--- src/rtl/sgpio_pkg.sv ---
package sgpio_pkg;

  typedef enum logic [1:0] {
    ST_IDLE  = 2'd0,
    ST_SHIFT = 2'd1,
    ST_LOAD  = 2'd2,
    ST_GAP   = 2'd3
  } burst_st_e;

  // low-half register addresses
  localparam int A_CTRL = 0;
  localparam int A_DIV  = 1;
  localparam int A_EN   = 2;
  localparam int A_IN0  = 4;

  // control word bit positions
  localparam int C_AUTO = 2;
  localparam int C_SHOT = 3;

  // spacing of per-bit output sources inside a port word
  localparam int SRC_STRIDE = 3;

endpackage

--- src/rtl/sgpio_next_port.sv ---
module sgpio_next_port #(
  parameter  int NUM_PORTS = 32,
  localparam int PW        = $clog2(NUM_PORTS)
) (
  input  logic [NUM_PORTS-1:0] mask,
  input  logic [PW:0]          start,
  output logic                 found,
  output logic [PW-1:0]        port
);

  // lowest enabled port at or above start
  always_comb begin
    found = 1'b0;
    port  = '0;
    for (int i = NUM_PORTS - 1; i >= 0; i--) begin
      if (mask[i] && ((PW+1)'(i) >= start)) begin
        found = 1'b1;
        port  = PW'(i);
      end
    end
  end

endmodule

--- src/rtl/sgpio_regs.sv ---
module sgpio_regs
  import sgpio_pkg::*;
#(
  parameter  int NUM_PORTS = 32,
  parameter  int MAX_BITS  = 4,
  parameter  int DIV_W     = 12,
  localparam int PW        = $clog2(NUM_PORTS),
  localparam int WB        = $clog2(MAX_BITS),
  localparam int FW        = SRC_STRIDE * MAX_BITS,
  localparam int AW        = PW + 1
) (
  input  logic                          clk,
  input  logic                          rst,
  input  logic                          reg_wr,
  input  logic [AW-1:0]                 reg_addr,
  input  logic [31:0]                   reg_wdata,
  output logic [31:0]                   reg_rdata,
  input  logic                          burst_done,
  input  logic [MAX_BITS*NUM_PORTS-1:0] in_flat,
  output logic [WB-1:0]                 width_m1,
  output logic                          auto_rep,
  output logic                          single_shot,
  output logic [DIV_W-1:0]              div,
  output logic [NUM_PORTS-1:0]          port_en,
  output logic [NUM_PORTS*FW-1:0]       cfg_flat
);

  localparam int LW = AW - 1;

  logic [FW-1:0] cfg_mem [NUM_PORTS];
  logic [31:0]   rd_next;
  logic          is_cfg;
  logic          ctrl_wr;
  logic          unused_wbits;

  assign is_cfg       = reg_addr[AW-1];
  assign ctrl_wr      = reg_wr && !is_cfg && (reg_addr[LW-1:0] == LW'(A_CTRL));
  assign unused_wbits = ^reg_wdata;

  genvar g;
  generate
    for (g = 0; g < NUM_PORTS; g++) begin : g_flat
      assign cfg_flat[g*FW +: FW] = cfg_mem[g];
    end
  endgenerate

  always_ff @(posedge clk) begin
    if (rst) begin
      width_m1    <= '0;
      auto_rep    <= 1'b0;
      single_shot <= 1'b0;
      div         <= '0;
      port_en     <= '0;
      for (int i = 0; i < NUM_PORTS; i++) cfg_mem[i] <= '0;
    end else begin
      if (burst_done && !auto_rep) single_shot <= 1'b0;
      if (reg_wr) begin
        if (is_cfg) begin
          cfg_mem[reg_addr[PW-1:0]] <= reg_wdata[FW-1:0];
        end else if (ctrl_wr) begin
          width_m1    <= reg_wdata[WB-1:0];
          auto_rep    <= reg_wdata[C_AUTO];
          single_shot <= reg_wdata[C_SHOT];
        end else if (reg_addr[LW-1:0] == LW'(A_DIV)) begin
          div <= reg_wdata[DIV_W-1:0];
        end else if (reg_addr[LW-1:0] == LW'(A_EN)) begin
          port_en <= reg_wdata[NUM_PORTS-1:0];
        end
      end
    end
  end

  always_comb begin
    rd_next = '0;
    if (is_cfg) begin
      rd_next[FW-1:0] = cfg_mem[reg_addr[PW-1:0]];
    end else if (reg_addr[LW-1:0] == LW'(A_CTRL)) begin
      rd_next[WB-1:0] = width_m1;
      rd_next[C_AUTO] = auto_rep;
      rd_next[C_SHOT] = single_shot;
    end else if (reg_addr[LW-1:0] == LW'(A_DIV)) begin
      rd_next[DIV_W-1:0] = div;
    end else if (reg_addr[LW-1:0] == LW'(A_EN)) begin
      rd_next[NUM_PORTS-1:0] = port_en;
    end else begin
      for (int b = 0; b < MAX_BITS; b++) begin
        if (reg_addr[LW-1:0] == LW'(A_IN0 + b))
          rd_next[NUM_PORTS-1:0] = in_flat[b*NUM_PORTS +: NUM_PORTS];
      end
    end
  end

  always_ff @(posedge clk) begin
    if (rst) reg_rdata <= '0;
    else     reg_rdata <= rd_next;
  end

endmodule

--- src/rtl/sgpio_shifter.sv ---
module sgpio_shifter
  import sgpio_pkg::*;
#(
  parameter  int NUM_PORTS  = 32,
  parameter  int MAX_BITS   = 4,
  parameter  int DIV_W      = 12,
  parameter  int GAP_CYCLES = 1024,
  localparam int PW         = $clog2(NUM_PORTS),
  localparam int WB         = $clog2(MAX_BITS),
  localparam int FW         = SRC_STRIDE * MAX_BITS,
  localparam int GW         = $clog2(GAP_CYCLES + 1)
) (
  input  logic                          clk,
  input  logic                          rst,
  input  logic                          auto_rep,
  input  logic                          single_shot,
  input  logic [WB-1:0]                 width_m1,
  input  logic [DIV_W-1:0]              div,
  input  logic [NUM_PORTS-1:0]          port_en,
  input  logic [NUM_PORTS*FW-1:0]       cfg_flat,
  input  logic                          ser_din,
  output logic                          ser_clk,
  output logic                          ser_dout,
  output logic                          ser_load,
  output logic                          burst_done,
  output logic [MAX_BITS*NUM_PORTS-1:0] in_flat
);

  burst_st_e             state;
  logic [PW-1:0]         pidx;
  logic [WB-1:0]         bidx;
  logic [WB-1:0]         wq;
  logic [DIV_W-1:0]      cnt;
  logic [DIV_W-1:0]      dq;
  logic [DIV_W-1:0]      d_eff;
  logic [NUM_PORTS-1:0]  enq;
  logic [GW-1:0]         gap_cnt;
  logic [NUM_PORTS-1:0]  shadow [MAX_BITS];
  logic [NUM_PORTS-1:0]  in_q   [MAX_BITS];
  logic [FW-1:0]         cur_cfg;
  logic                  bit_end;
  logic [NUM_PORTS-1:0]  scan_mask;
  logic [PW:0]           scan_start;
  logic                  nxt_found;
  logic [PW-1:0]         nxt_port;

  assign d_eff      = (div < DIV_W'(2)) ? DIV_W'(2) : div;
  assign bit_end    = (cnt == dq - DIV_W'(1));
  assign cur_cfg    = cfg_flat[int'(pidx)*FW +: FW];
  assign scan_mask  = (state == ST_IDLE) ? port_en : enq;
  assign scan_start = (state == ST_IDLE) ? '0 : ({1'b0, pidx} + (PW+1)'(1));

  sgpio_next_port #(.NUM_PORTS(NUM_PORTS)) u_scan (
    .mask  (scan_mask),
    .start (scan_start),
    .found (nxt_found),
    .port  (nxt_port)
  );

  assign ser_clk    = (state == ST_SHIFT) && (cnt >= (dq >> 1));
  assign ser_dout   = (state == ST_SHIFT) && cur_cfg[SRC_STRIDE*int'(bidx)];
  assign ser_load   = (state == ST_LOAD);
  assign burst_done = (state == ST_LOAD);

  genvar g;
  generate
    for (g = 0; g < MAX_BITS; g++) begin : g_in
      assign in_flat[g*NUM_PORTS +: NUM_PORTS] = in_q[g];
    end
  endgenerate

  always_ff @(posedge clk) begin
    if (rst) begin
      state   <= ST_IDLE;
      pidx    <= '0;
      bidx    <= '0;
      wq      <= '0;
      cnt     <= '0;
      dq      <= DIV_W'(2);
      enq     <= '0;
      gap_cnt <= '0;
      for (int b = 0; b < MAX_BITS; b++) begin
        shadow[b] <= '0;
        in_q[b]   <= '0;
      end
    end else begin
      unique case (state)
        ST_IDLE: begin
          if (auto_rep || single_shot) begin
            wq   <= width_m1;
            enq  <= port_en;
            dq   <= d_eff;
            cnt  <= '0;
            bidx <= '0;
            for (int b = 0; b < MAX_BITS; b++) shadow[b] <= '0;
            if (nxt_found) begin
              pidx  <= nxt_port;
              state <= ST_SHIFT;
            end else begin
              state <= ST_LOAD;
            end
          end
        end
        ST_SHIFT: begin
          if (bit_end) begin
            cnt                <= '0;
            shadow[bidx][pidx] <= ser_din;
            if (bidx == wq) begin
              bidx <= '0;
              if (nxt_found) pidx  <= nxt_port;
              else           state <= ST_LOAD;
            end else begin
              bidx <= bidx + WB'(1);
            end
          end else begin
            cnt <= cnt + DIV_W'(1);
          end
        end
        ST_LOAD: begin
          for (int b = 0; b < MAX_BITS; b++) in_q[b] <= shadow[b];
          gap_cnt <= '0;
          state   <= auto_rep ? ST_GAP : ST_IDLE;
        end
        ST_GAP: begin
          if (gap_cnt == GW'(GAP_CYCLES - 1)) state   <= ST_IDLE;
          else                                gap_cnt <= gap_cnt + GW'(1);
        end
        default: state <= ST_IDLE;
      endcase
    end
  end

endmodule

--- src/rtl/sgpio_chain.sv ---
module sgpio_chain
  import sgpio_pkg::*;
#(
  parameter  int NUM_PORTS  = 32,
  parameter  int MAX_BITS   = 4,
  parameter  int DIV_W      = 12,
  parameter  int GAP_CYCLES = 1024,
  localparam int PW         = $clog2(NUM_PORTS),
  localparam int WB         = $clog2(MAX_BITS),
  localparam int FW         = SRC_STRIDE * MAX_BITS,
  localparam int AW         = PW + 1
) (
  input  logic          clk,
  input  logic          rst,
  input  logic          reg_wr,
  input  logic [AW-1:0] reg_addr,
  input  logic [31:0]   reg_wdata,
  output logic [31:0]   reg_rdata,
  output logic          ser_clk,
  output logic          ser_dout,
  input  logic          ser_din,
  output logic          ser_load
);

  logic                          burst_done;
  logic [MAX_BITS*NUM_PORTS-1:0] in_flat;
  logic [WB-1:0]                 width_m1;
  logic                          auto_rep;
  logic                          single_shot;
  logic [DIV_W-1:0]              div;
  logic [NUM_PORTS-1:0]          port_en;
  logic [NUM_PORTS*FW-1:0]       cfg_flat;

  sgpio_regs #(
    .NUM_PORTS (NUM_PORTS),
    .MAX_BITS  (MAX_BITS),
    .DIV_W     (DIV_W)
  ) u_regs (
    .clk         (clk),
    .rst         (rst),
    .reg_wr      (reg_wr),
    .reg_addr    (reg_addr),
    .reg_wdata   (reg_wdata),
    .reg_rdata   (reg_rdata),
    .burst_done  (burst_done),
    .in_flat     (in_flat),
    .width_m1    (width_m1),
    .auto_rep    (auto_rep),
    .single_shot (single_shot),
    .div         (div),
    .port_en     (port_en),
    .cfg_flat    (cfg_flat)
  );

  sgpio_shifter #(
    .NUM_PORTS  (NUM_PORTS),
    .MAX_BITS   (MAX_BITS),
    .DIV_W      (DIV_W),
    .GAP_CYCLES (GAP_CYCLES)
  ) u_shift (
    .clk         (clk),
    .rst         (rst),
    .auto_rep    (auto_rep),
    .single_shot (single_shot),
    .width_m1    (width_m1),
    .div         (div),
    .port_en     (port_en),
    .cfg_flat    (cfg_flat),
    .ser_din     (ser_din),
    .ser_clk     (ser_clk),
    .ser_dout    (ser_dout),
    .ser_load    (ser_load),
    .burst_done  (burst_done),
    .in_flat     (in_flat)
  );

endmodule

--- config.mk ---
export PLATFORM = sky130hd
export DESIGN_NAME = sgpio_chain
export DESIGN_NICKNAME = d
export VERILOG_FILES = /design/src/rtl/sgpio_pkg.sv /design/src/rtl/sgpio_next_port.sv /design/src/rtl/sgpio_regs.sv /design/src/rtl/sgpio_shifter.sv /design/src/rtl/sgpio_chain.sv
export SDC_FILE = /design/constraint.sdc
export NUM_CORES = 1
export LEC_CHECK = 0
export ABC_AREA = 1
export BUFFER_PORTS_ARGS = -buffer_cell sky130_fd_sc_hd__clkbuf_2
export CAP_MARGIN = 5
export CELL_PAD_IN_SITES_DETAIL_PLACEMENT = 0
export CELL_PAD_IN_SITES_GLOBAL_PLACEMENT = 2
export CORE_ASPECT_RATIO = 1.25
export CORE_MARGIN = 5
export CORE_UTILIZATION = 28
export CTS_CLUSTER_DIAMETER = 80
export DETAILED_ROUTE_END_ITERATION = 16
export PLACE_DENSITY = 0.57
export SYNTH_ARGS = -nofsm -noshare
export SYNTH_HDL_FRONTEND = slang
export SYNTH_SLANG_ARGS = --single-unit
--- constraint.sdc ---
create_clock -name clk -period 5.8 [get_ports clk]
set_input_delay 0.58 -clock clk [delete_from_list [all_inputs] [get_ports clk]]
set_output_delay 0.58 -clock clk [all_outputs]
set_load 0.02 [all_outputs]
### Yosys cells after proc, flatten, opt, wreduce, memory -nomap -nowiden

Memories as Yosys holds them, arrays and structs flattened.
Index checks and enable logic that the tools add are counted.

| storage, ports and cells | value |
|---|---|
| register bits | 158 |
| RAM bits | 640 |
| input bits | 42 |
| output and inout port bits | 35 |
| logic and storage cells | 287 |
| memories kept | 3 |

Memories:

| memory | depth | width | rd ports | clocked after memory_dff | write ports | RTL line | RTL |
|---|---|---|---|---|---|---|---|
| u_regs.cfg_mem | 32 | 12 | 33 | 0 | 32 | sgpio_regs.sv:30 | `logic [FW-1:0] cfg_mem [NUM_PORTS];` |
| u_shift.in_q | 4 | 32 | 4 | 0 | 4 | sgpio_shifter.sv:39 | `logic [NUM_PORTS-1:0] in_q [MAX_BITS];` |
| u_shift.shadow | 4 | 32 | 4 | 0 | 4 | sgpio_shifter.sv:38 | `logic [NUM_PORTS-1:0] shadow [MAX_BITS];` |

| cells by class | value |
|---|---|
| add/sub/neg operators | 5 |
| multiply operators | 2 |
| magnitude comparators | 37 |
| equal/unequal tests | 18 |
| shift operators | 1 |
| multiplexer cells | 138 |
| bitwise gates (word level) | 11 |
| reduce and logical (&&, ||, !) cells | 57 |

Operators by type and width:

| operator | count |
|---|---|
| $mux W32 | 17 |
| $shiftx A384 B32 Y12 | 1 |
| $mux W5 | 37 |
| $ge A5 B6 Y1 const A | 16 |
| $mux W12 | 6 |
| $mux W1 | 56 |
| $ge A4 B6 Y1 const A | 8 |
| $logic_and A1 B1 Y1 | 38 |
| $lt A32 B6 Y1 const B | 1 |
| $reduce_or A32 Y1 | 1 |
| $ge A3 B6 Y1 const A | 4 |
| $pmux W12 S2 | 1 |
| $mux W2 | 11 |
| $pmux W11 S2 | 1 |
| $eq A5 B3 Y1 const B | 4 |
| $add A12 B1 Y12 const B | 1 |
| $eq A12 B12 Y1 | 1 |
| $ge A1 B6 Y1 const A | 2 |
| $ge A12 B11 Y1 | 1 |
| $ge A2 B6 Y1 const A | 2 |
| $lt A12 B2 Y1 const B | 1 |
| $reduce_or A12 Y1 | 1 |
| $sub A12 B1 Y12 const B | 1 |
| $add A11 B1 Y11 const B | 1 |
| other kinds (35) | 56 |

### Longest topological paths before layout

Gate-level depths: netlist (run 1).

| depth | value |
|---|---|
| depth after elaboration | 40 |
| gate-level depth with buffers | 45 |
| mapped depth without buffers | 41 |

### Hierarchy

From an unflattened synthesis (run 1), not the netlist that was laid out.

| second synthesis, totals | value |
|---|---|
| cell total of the unflattened synthesis | 5067 |
| area, all modules | 41736.3 µm² |

By module, submodules not included:

| module | times used | cells each | area each (µm²) | seq. area each (µm²) |
|---|---|---|---|---|
| sgpio_regs | 1 | 2308 | 20737.4 | 13132.6 |
| sgpio_shifter | 1 | 2593 | 20226.9 | 9248.9 |
| sgpio_next_port | 1 | 166 | 772.0 | 0.0 |

### Worst setup path before layout (run 1)

No wires, ideal clock.

| timing | value |
|---|---|
| kind | input to register |
| start point | input rst |
| end point | register u_shift.gap_cnt[2] |
| setup time | 0.163 ns |
| arrival | 4.244 ns |
| required time | 5.637 ns |
| slack | 1.393 ns |
| stages | 5 |
| buffers on the path | 2 |
| path through | clkbuf_1 inv_1 clkbuf_1 nand2_1 a311oi_1 |

RTL lines:

| what | RTL line | RTL |
|---|---|---|
| from (decl) | sgpio_chain.sv:14 | `input logic rst,` |
| to (signal assigned) | sgpio_shifter.sv:126 | `else gap_cnt <= gap_cnt + GW'(1);` |
| to (decl) | sgpio_shifter.sv:37 | `logic [GW-1:0] gap_cnt;` |

### Worst setup path in the final report (run 1)

| timing | value |
|---|---|
| start point | register u_shift.pidx[2] |
| end point | output ser_dout |

| between the ends | value |
|---|---|
| longest elaborated chain between the ends | 6 |

RTL lines:

| what | RTL line | RTL |
|---|---|---|
| from (decl) | sgpio_shifter.sv:30 | `logic [PW-1:0] pidx;` |
| from (signal assigned) | sgpio_shifter.sv:97 | `pidx <= nxt_port;` |
| from (signal assigned) | sgpio_shifter.sv:110 | `if (nxt_found) pidx <= nxt_port;` |
| $mul A5 B2 Y7 | sgpio_shifter.sv:49 | `assign cur_cfg = cfg_flat[int'(pidx)*FW +: FW];` |
| $shiftx A384 B32 Y12 | sgpio_shifter.sv:49 |  |
| $bmux W1 S4 | sgpio_shifter.sv:61 | `assign ser_dout = (state == ST_SHIFT) && cur_cfg[SRC_STRIDE*int'(bidx)];` |
| $mux W1 (not written as such) (2 in series) | sgpio_shifter.sv:61 |  |
| $logic_and A1 B1 Y1 | sgpio_shifter.sv:61 |  |
| to (decl) | sgpio_chain.sv:20 | `output logic ser_dout,` |

Every way passes these cells. The select of a mux whose other input is x is not followed.

==> key figures, run 1 <==
Run status
  – Run status: finished, final reports clean

Yosys
  – Library cell occupying the most area in the post-synthesis netlist: sky130_fd_sc_hd__edfxtp_1
  – Number of synthesized flops with an enable pin: between 600 and 700
  – Mean post-synth cell area: 9.05 µm²
  – Synthesized instance count: 4254
  – Distinct cell type count after synthesis: 58
  – Cell types occupying the most area after synthesis: sky130_fd_sc_hd__edfxtp_1 (50%), sky130_fd_sc_hd__dfxtp_1 (8.2%), sky130_fd_sc_hd__nor2_1 (7.8%)
  – Sequential fraction of the synthesis area: 0.581
  – Proportion of register bits with asynchronous set or reset after synthesis: 0
  – Fraction of post-synthesis cell area in the top cell type by area: 0.499
  – Synthesis-stage register bit count: 798
  – Post-Synthesis Net Count: 4318
  – Count of warnings emitted by yosys: 0
  – Synth Flop Type: sky130_fd_sc_hd__edfxtp_1
  – Netlist area before placement: just under 40000 µm²

Setup path
  – Critical path class: register to output port
  – Worst reg-to-reg path cell count: 15
  – CP max FO: 11
  – Category of the worst setup path launch point: register
  – R2r setup slk: 1.45 ns
  – Data required time of the worst path: 5.22 ns
  – Worst reg2reg path endpoint: u_shift.shadow[1][5]
  – Startpoint of the most critical register-to-register path: u_shift.dq[0]
  – Capturing element type of the critical path: output port
  – Critical Path Start: u_shift.pidx[2]
  – Data arrival time at the worst-slack endpoint: 4.69 ns

Clock tree
  – TritonCTS clock tree: yes
  – Clock Sink Count: approximately 800
  – Clock buffers created by TritonCTS: between 90 and 100
  – Number of buffers inserted for hold repair after clock tree synthesis: 0
  – Maximum clock insertion buffer count: 3
  – Clock latency on the worst-skew pair: 0.72 ns
  – Post-CTS sizing: 0
  – Clk root buf: sky130_fd_sc_hd__clkbuf_16
  – Clock slew at reported path FFs: roughly 0.06 ns
  – Post-CTS Setup Inserts: 0
  – H-Tree Level Count: 3

Die
  – Die area: 145000 µm²
  – Count of standard-cell rows: 152
  – Number of top-level design ports: 77
  – Die boundary height: roughly 420 µm
  – Initial Util: 0.281
  – Area of the core region: roughly 140000 µm²
  – Die Width: 342 µm

Drt
  – Via count: between 30000 and 40000
  – Router iterations before antenna repair: 6
  – Wirelength per Cell: 26.0 µm
  – Routed Antenna Nets: 0
  – DRC violation count after routing: 0
  – Vias per Instance: 5.05
  – Routed WL: 161 mm
  – Initial drt markers: about 2200

STA
  – Final hold viol count: 0
  – Max-slew violation total from the final report: 0
  – Final setup fails: 0
  – Relative slew slack: 0.150
  – Maximum frequency from static timing analysis: 190 MHz
  – Time the final worst path needs with I/O delays and setup: roughly 5.3 ns
  – RSZ-0062 raised after global routing: no
  – Period utilisation layout: 0.908
  – Clock skew: between 0.04 and 0.05 ns
  – Worst-Margin Slew: 1.27 ns
  – Setup TNS after final layout: 0 ns

Min path
  – Hold wc startpoint: reg_wdata[30]
  – Hold path depth: 3
  – Hold EP: u_regs.port_en[30]
  – Worst min-delay path class: input port to register

GRT
  – Total congestion overflow: 0
  – Gr usage total: 0.217
  – Wire length of the first global-routing pass: 229 mm
  – Number of global-route vias before repair: 30900
  – Number of antenna violations at the first check in global routing: 1
  – Maximum number of pins on one net before global-route repair: 97

Power
  – Leakage power summed over all cells: 16.2 nW
  – Ratio of total power to cell area: 388 nW/µm²
  – IR Drop Worst-Case VDD: ~0.33 mV

Cells and area
  – Fraction of final layout cells with drive strength greater than 1: 0.0985
  – Most common library cell in the layout ignoring fill and taps: sky130_fd_sc_hd__nor2_1
  – Commonest non-fill, non-tap cells in the layout: sky130_fd_sc_hd__nor2_1 (784), sky130_fd_sc_hd__edfxtp_1 (640), sky130_fd_sc_hd__nand2_1 (553), sky130_fd_sc_hd__o21ai_0 (473), sky130_fd_sc_hd__inv_1 (346)
  – Finished Layout Cells: 6193
  – Area overhead of the layout relative to synthesis: 15.4%
  – Layout filler cell count: 14300
  – Nets@finish: approximately 4300
  – Post-Route Utilization: 0.324

Placed design
  – IO Port Bufs: 76
  – HPWL after detailed placement: roughly 110 mm
  – Post-Place Cells: 6023
  – GPL Wtd Cong: 0.838

Flow run
  – Max-cap violations: 0
## metrics by stage
| step | area [µm²] | total power [W] | setup WS [ns] | hold WS, ns |
|---|---|---|---|---|
| final | 44400 | 0.0172 | 0.531 | 0.134 |
| after global routing | 44400 | 0.0179 | 0.323 | 0.117 |
| after CTS | 44400 | 0.0174 | 0.387 | 0.0804 |
| after detailed placement | 41500 | 0.0116 | 1.18 | 0.438 |
| after global placement | 41500 | 0.0116 | 1.15 | 0.428 |
| after floorplan | 38500 | 0.00929 | 1.39 | 0.418 |
## synth_stat cells (all sizes together), types with 2 or more instances
cell type	n
clkbuf	275
a21oi	189
and2	3
edfxtp	640
ha	22
o22ai	74
inv	361
a31oi	25
nor3	158
a22oi	96
nand3b	6
o2bb2ai	3
nand4	47
nor4	9
clkinv	19
buf	44
a2111oi	2
xor2	18
o21bai	3
nor2	804
a211oi	17
dfxtp	158
o311ai	3
a221oi	49
o221ai	4
o31ai	4
a22o	28
o2111ai	9
nand2	559
a32o	2
a311oi	3
o211ai	31
a21boi	2
a221o	2
nand3	85
xnor2	2
o21ai	487
or2	4
## state kept, by name, summed over array words and instances, names as in the netlist, 12 cells and up
name              flops
u_regs.cfg_mem      384
u_regs.div           12
u_regs.port_en       32
u_regs.reg_rdata     32
u_shift.cnt          12
u_shift.dq           12
u_shift.enq          32
u_shift.in_q        128
u_shift.shadow      128
## cell type report
type	instances	area, µm²	area share
Antenna cell	1	2.50	0.0000563
Clock buffer	130	2570	0.0578
Clock inverter	39	399	0.00898
Inverter	380	1440	0.0324
Multi-Input combinational cell	2757	13600	0.306
Sequential cell	798	22400	0.504
Tap cell	1848	2310	0.0520
Timing Repair Buffer	240	1740	0.0392
## cell families (layout without fill, tap and decap cells)
family,after synthesis,after routing,synth area share
buffers and inverters,699,789,0.0690
AND/OR/NAND/NOR,1676,1676,0.179
other,0,1,0
AO/OA/AOI/OAI,1039,1039,0.159
XOR/XNOR,20,20,0.00455
adder cells (fa/ha/maj),22,22,0.00715
flip-flops,798,798,0.581
## worst max-delay path, cell delays in order, from the launching register on
cell and delay [ns]:
sky130_fd_sc_hd__dfxtp_1 0.61, sky130_fd_sc_hd__inv_1 0.17, sky130_fd_sc_hd__nor3_2 0.90, sky130_fd_sc_hd__inv_1 0.35, sky130_fd_sc_hd__a21oi_1 0.30, sky130_fd_sc_hd__a2111oi_0 0.11, sky130_fd_sc_hd__nand3_1 0.18, sky130_fd_sc_hd__a221oi_1 0.07
sky130_fd_sc_hd__nand2_1 0.09, sky130_fd_sc_hd__nand3_1 0.08, sky130_fd_sc_hd__nand4_1 0.08, sky130_fd_sc_hd__nand2_1 0.06, sky130_fd_sc_hd__a211oi_1 0.69, sky130_fd_sc_hd__clkbuf_2 0.31
## worst max-delay path by stage
| stage | to | depth (start not counted) |
|---|---|---|
| after floorplan | u_shift.gap_cnt[2] | 5 |
| after global placement | ser_dout | 13 |
| after detailed placement | ser_dout | 13 |
| after CTS | ser_dout | 13 |
| after global routing | ser_dout | 13 |
| final | ser_dout | 13 |
## per-layer routing
layer  global-route usage  part of all wire  vias up
li1                     -                 -    14800
met1                0.270              0.42    15500
met3               0.0232             0.041      180
met4               0.0730             0.033        0
met2                0.392              0.51      790
met5                    0                 0        -
## power breakdown
group / leakage, nW / internal [W] / total (W) / switching [W]
registers: 7.57 / 0.00652 / 0.00675 / 0.000231
logic: 7.16 / 0.00114 / 0.00467 / 0.00353
clock network: 1.44 / 0.00325 / 0.00581 / 0.00256
No activity file was read; power rests on OpenSTA's default activity.
==> inputs of run 2 (changes only) <==
Settings changed: CORE_UTILIZATION 28 to 40, PLACE_DENSITY 0.57 to 0.77.
==> key figures, run 2 (synthesized netlist as in run 1, its figures left out) <==
Clock tree
  – Clock Sink Count: 798
  – Post-CTS sizing: 0
  – H-Tree Level Count: 3
  – TritonCTS clock tree: yes
  – Clock slew at reported path FFs: 0.06 ns
  – Clock buffers created by TritonCTS: 88
  – Post-CTS Setup Inserts: 0
  – Number of buffers inserted for hold repair after clock tree synthesis: 0
  – Clock latency on the worst-skew pair: 0.67 ns
  – Maximum clock insertion buffer count: 3
  – Clk root buf: sky130_fd_sc_hd__clkbuf_16

STA
  – Max-slew violation total from the final report: 0
  – Period utilisation layout: 0.864
  – Relative slew slack: 0.205
  – Setup TNS after final layout: 0 ns
  – RSZ-0062 raised after global routing: no
  – Worst-Margin Slew: ~1.2 ns
  – Time the final worst path needs with I/O delays and setup: 5.01 ns
  – Worst path setup slack after routing: 0.789 ns
  – Maximum frequency from static timing analysis: approximately 200 MHz
  – Final hold viol count: 0
  – Clock skew: 0.0133 ns
  – Final setup fails: 0

Die
  – Die boundary height: 357 µm
  – Count of standard-cell rows: 127
  – Die Width: around 290 µm
  – Initial Util: 0.402
  – Number of top-level design ports: 77
  – Die area: 103000 µm²
  – Area of the core region: 95800 µm²

Drt
  – Wirelength per Cell: 25.9 µm
  – Initial drt markers: between 3000 and 4000
  – Via count: about 31000
  – DRC violation count after routing: 0
  – Routed Antenna Nets: 0
  – Vias per Instance: 5.66
  – Router iterations before antenna repair: 6
  – Routed WL: 144 mm

Cells and area
  – Register with the highest flop count: u_regs.cfg_mem
  – Fraction of final layout cells with drive strength greater than 1: 0.0829
  – Top Registers: u_regs.cfg_mem (384), u_shift.in_q (128), u_shift.shadow (128)
  – Most common library cell in the layout ignoring fill and taps: sky130_fd_sc_hd__nor2_1
  – Flip-flop count of the largest register, all copies and words added: 384
  – Commonest non-fill, non-tap cells in the layout: sky130_fd_sc_hd__nor2_1 (784), sky130_fd_sc_hd__edfxtp_1 (640), sky130_fd_sc_hd__nand2_1 (553), sky130_fd_sc_hd__o21ai_0 (473), sky130_fd_sc_hd__inv_1 (346)
  – Area overhead of the layout relative to synthesis: 12.0%
  – Nets@finish: 4249

Power
  – Leakage power summed over all cells: 15.8 nW
  – IR Drop Worst-Case VDD: between 0.4 and 0.5 mV
  – Ratio of total power to cell area: 392 nW/µm²

GRT
  – Maximum number of pins on one net before global-route repair: 143
  – Number of global-route vias before repair: between 20000 and 30000
  – Gr usage total: 0.274
  – Wire length of the first global-routing pass: 209 mm
  – Number of antenna violations at the first check in global routing: 1
  – Total congestion overflow: 0

Min path
  – Hold wc startpoint: reg_wdata[29]
  – Worst min-delay path class: input port to register

Setup path
  – Critical path class: register to output port
  – Startpoint of the most critical register-to-register path: u_shift.dq[0]
  – Data arrival time at the worst-slack endpoint: approximately 4.4 ns
  – Category of the worst setup path launch point: register
  – Data required time of the worst path: between 5 and 6 ns
  – CP max FO: 11
  – Capturing element type of the critical path: output port
  – Critical Path Start: u_shift.pidx[2]

Flow run
  – Max-cap violations: 0

Placed design
  – IO Port Bufs: 76
  – Worst slack at placement: 1.11 ns
  – HPWL after detailed placement: 93.9 mm
  – GPL Wtd Cong: about 0.91

Run status
  – Run status: finished, final reports clean
## run 2: cell types whose count changed in the layout (fill, tap and decap cells not counted), sizes merged
cell,before,now
clkinvlp,1,2
buf,164,83
inv,364,365
clkbuf,206,188
clkinv,51,55
bufinv,3,10
## run 2: final cells by class
type,instances,area [µm²]
antenna,1,2.50
clock buffer,111,2370
clock inverter,52,616
fill,9353,52700
inverter,380,1440
multi-input combinational,2757,13600
sequential,798,22400
tap,1290,1610
timing repair buffer,160,1130
## run 2: where the power goes
group          switching (W)  internal, W
clock                0.00249      0.00337
sequential          0.000241      0.00652
combinational        0.00321      0.00106
## run 2: final timing paths
path | to | cells past startpoint | slack, ns
min reg2reg | u_shift.gap_cnt[10] | 2 | 0.44
max reg2reg | u_shift.shadow[0][10] | 14 | 1.47
max | ser_dout | 13 | 0.79
min | u_regs.port_en[29] | 3 | 0.15
## run 2: per-layer routing
| layer | up-vias | track usage | share of wire |
|---|---|---|---|
| li1 | 14600 | - | - |
| met1 | 15400 | 0.345 | 0.40 |
| met2 | 1142 | 0.474 | 0.49 |
| met3 | 292 | 0.0332 | 0.057 |
| met4 | 0 | 0.127 | 0.052 |
| met5 | - | 0.00425 | 0 |
## run 2: stage by stage
step	cells	total power (W)	hold WS (ns)	util	cell area, µm²
after floorplan	4254	0.00929	0.418	-	38500
after detailed placement	5384	0.0111	0.438	0.419	40100
after global routing	5548	0.0175	0.146	0.450	43100
after CTS	5547	0.0169	0.113	0.450	43100
final	5549	0.0169	0.147	0.450	43100
after global placement	5384	0.0111	0.429	0.419	40100
## run 2: worst max-delay path, cell delays in order, from the launching register on
cell,delay [ns]
sky130_fd_sc_hd__dfxtp_1,0.58
sky130_fd_sc_hd__inv_1,0.17
sky130_fd_sc_hd__nor3_2,0.77
sky130_fd_sc_hd__buf_4,0.38
sky130_fd_sc_hd__a22o_1,0.31
sky130_fd_sc_hd__a211oi_1,0.08
sky130_fd_sc_hd__nand3_1,0.12
sky130_fd_sc_hd__a221oi_1,0.06
sky130_fd_sc_hd__nand2_1,0.08
sky130_fd_sc_hd__o311ai_0,0.15
sky130_fd_sc_hd__nand4_1,0.12
sky130_fd_sc_hd__nand2_1,0.06
sky130_fd_sc_hd__a211oi_1,0.57
sky130_fd_sc_hd__clkbuf_2,0.29
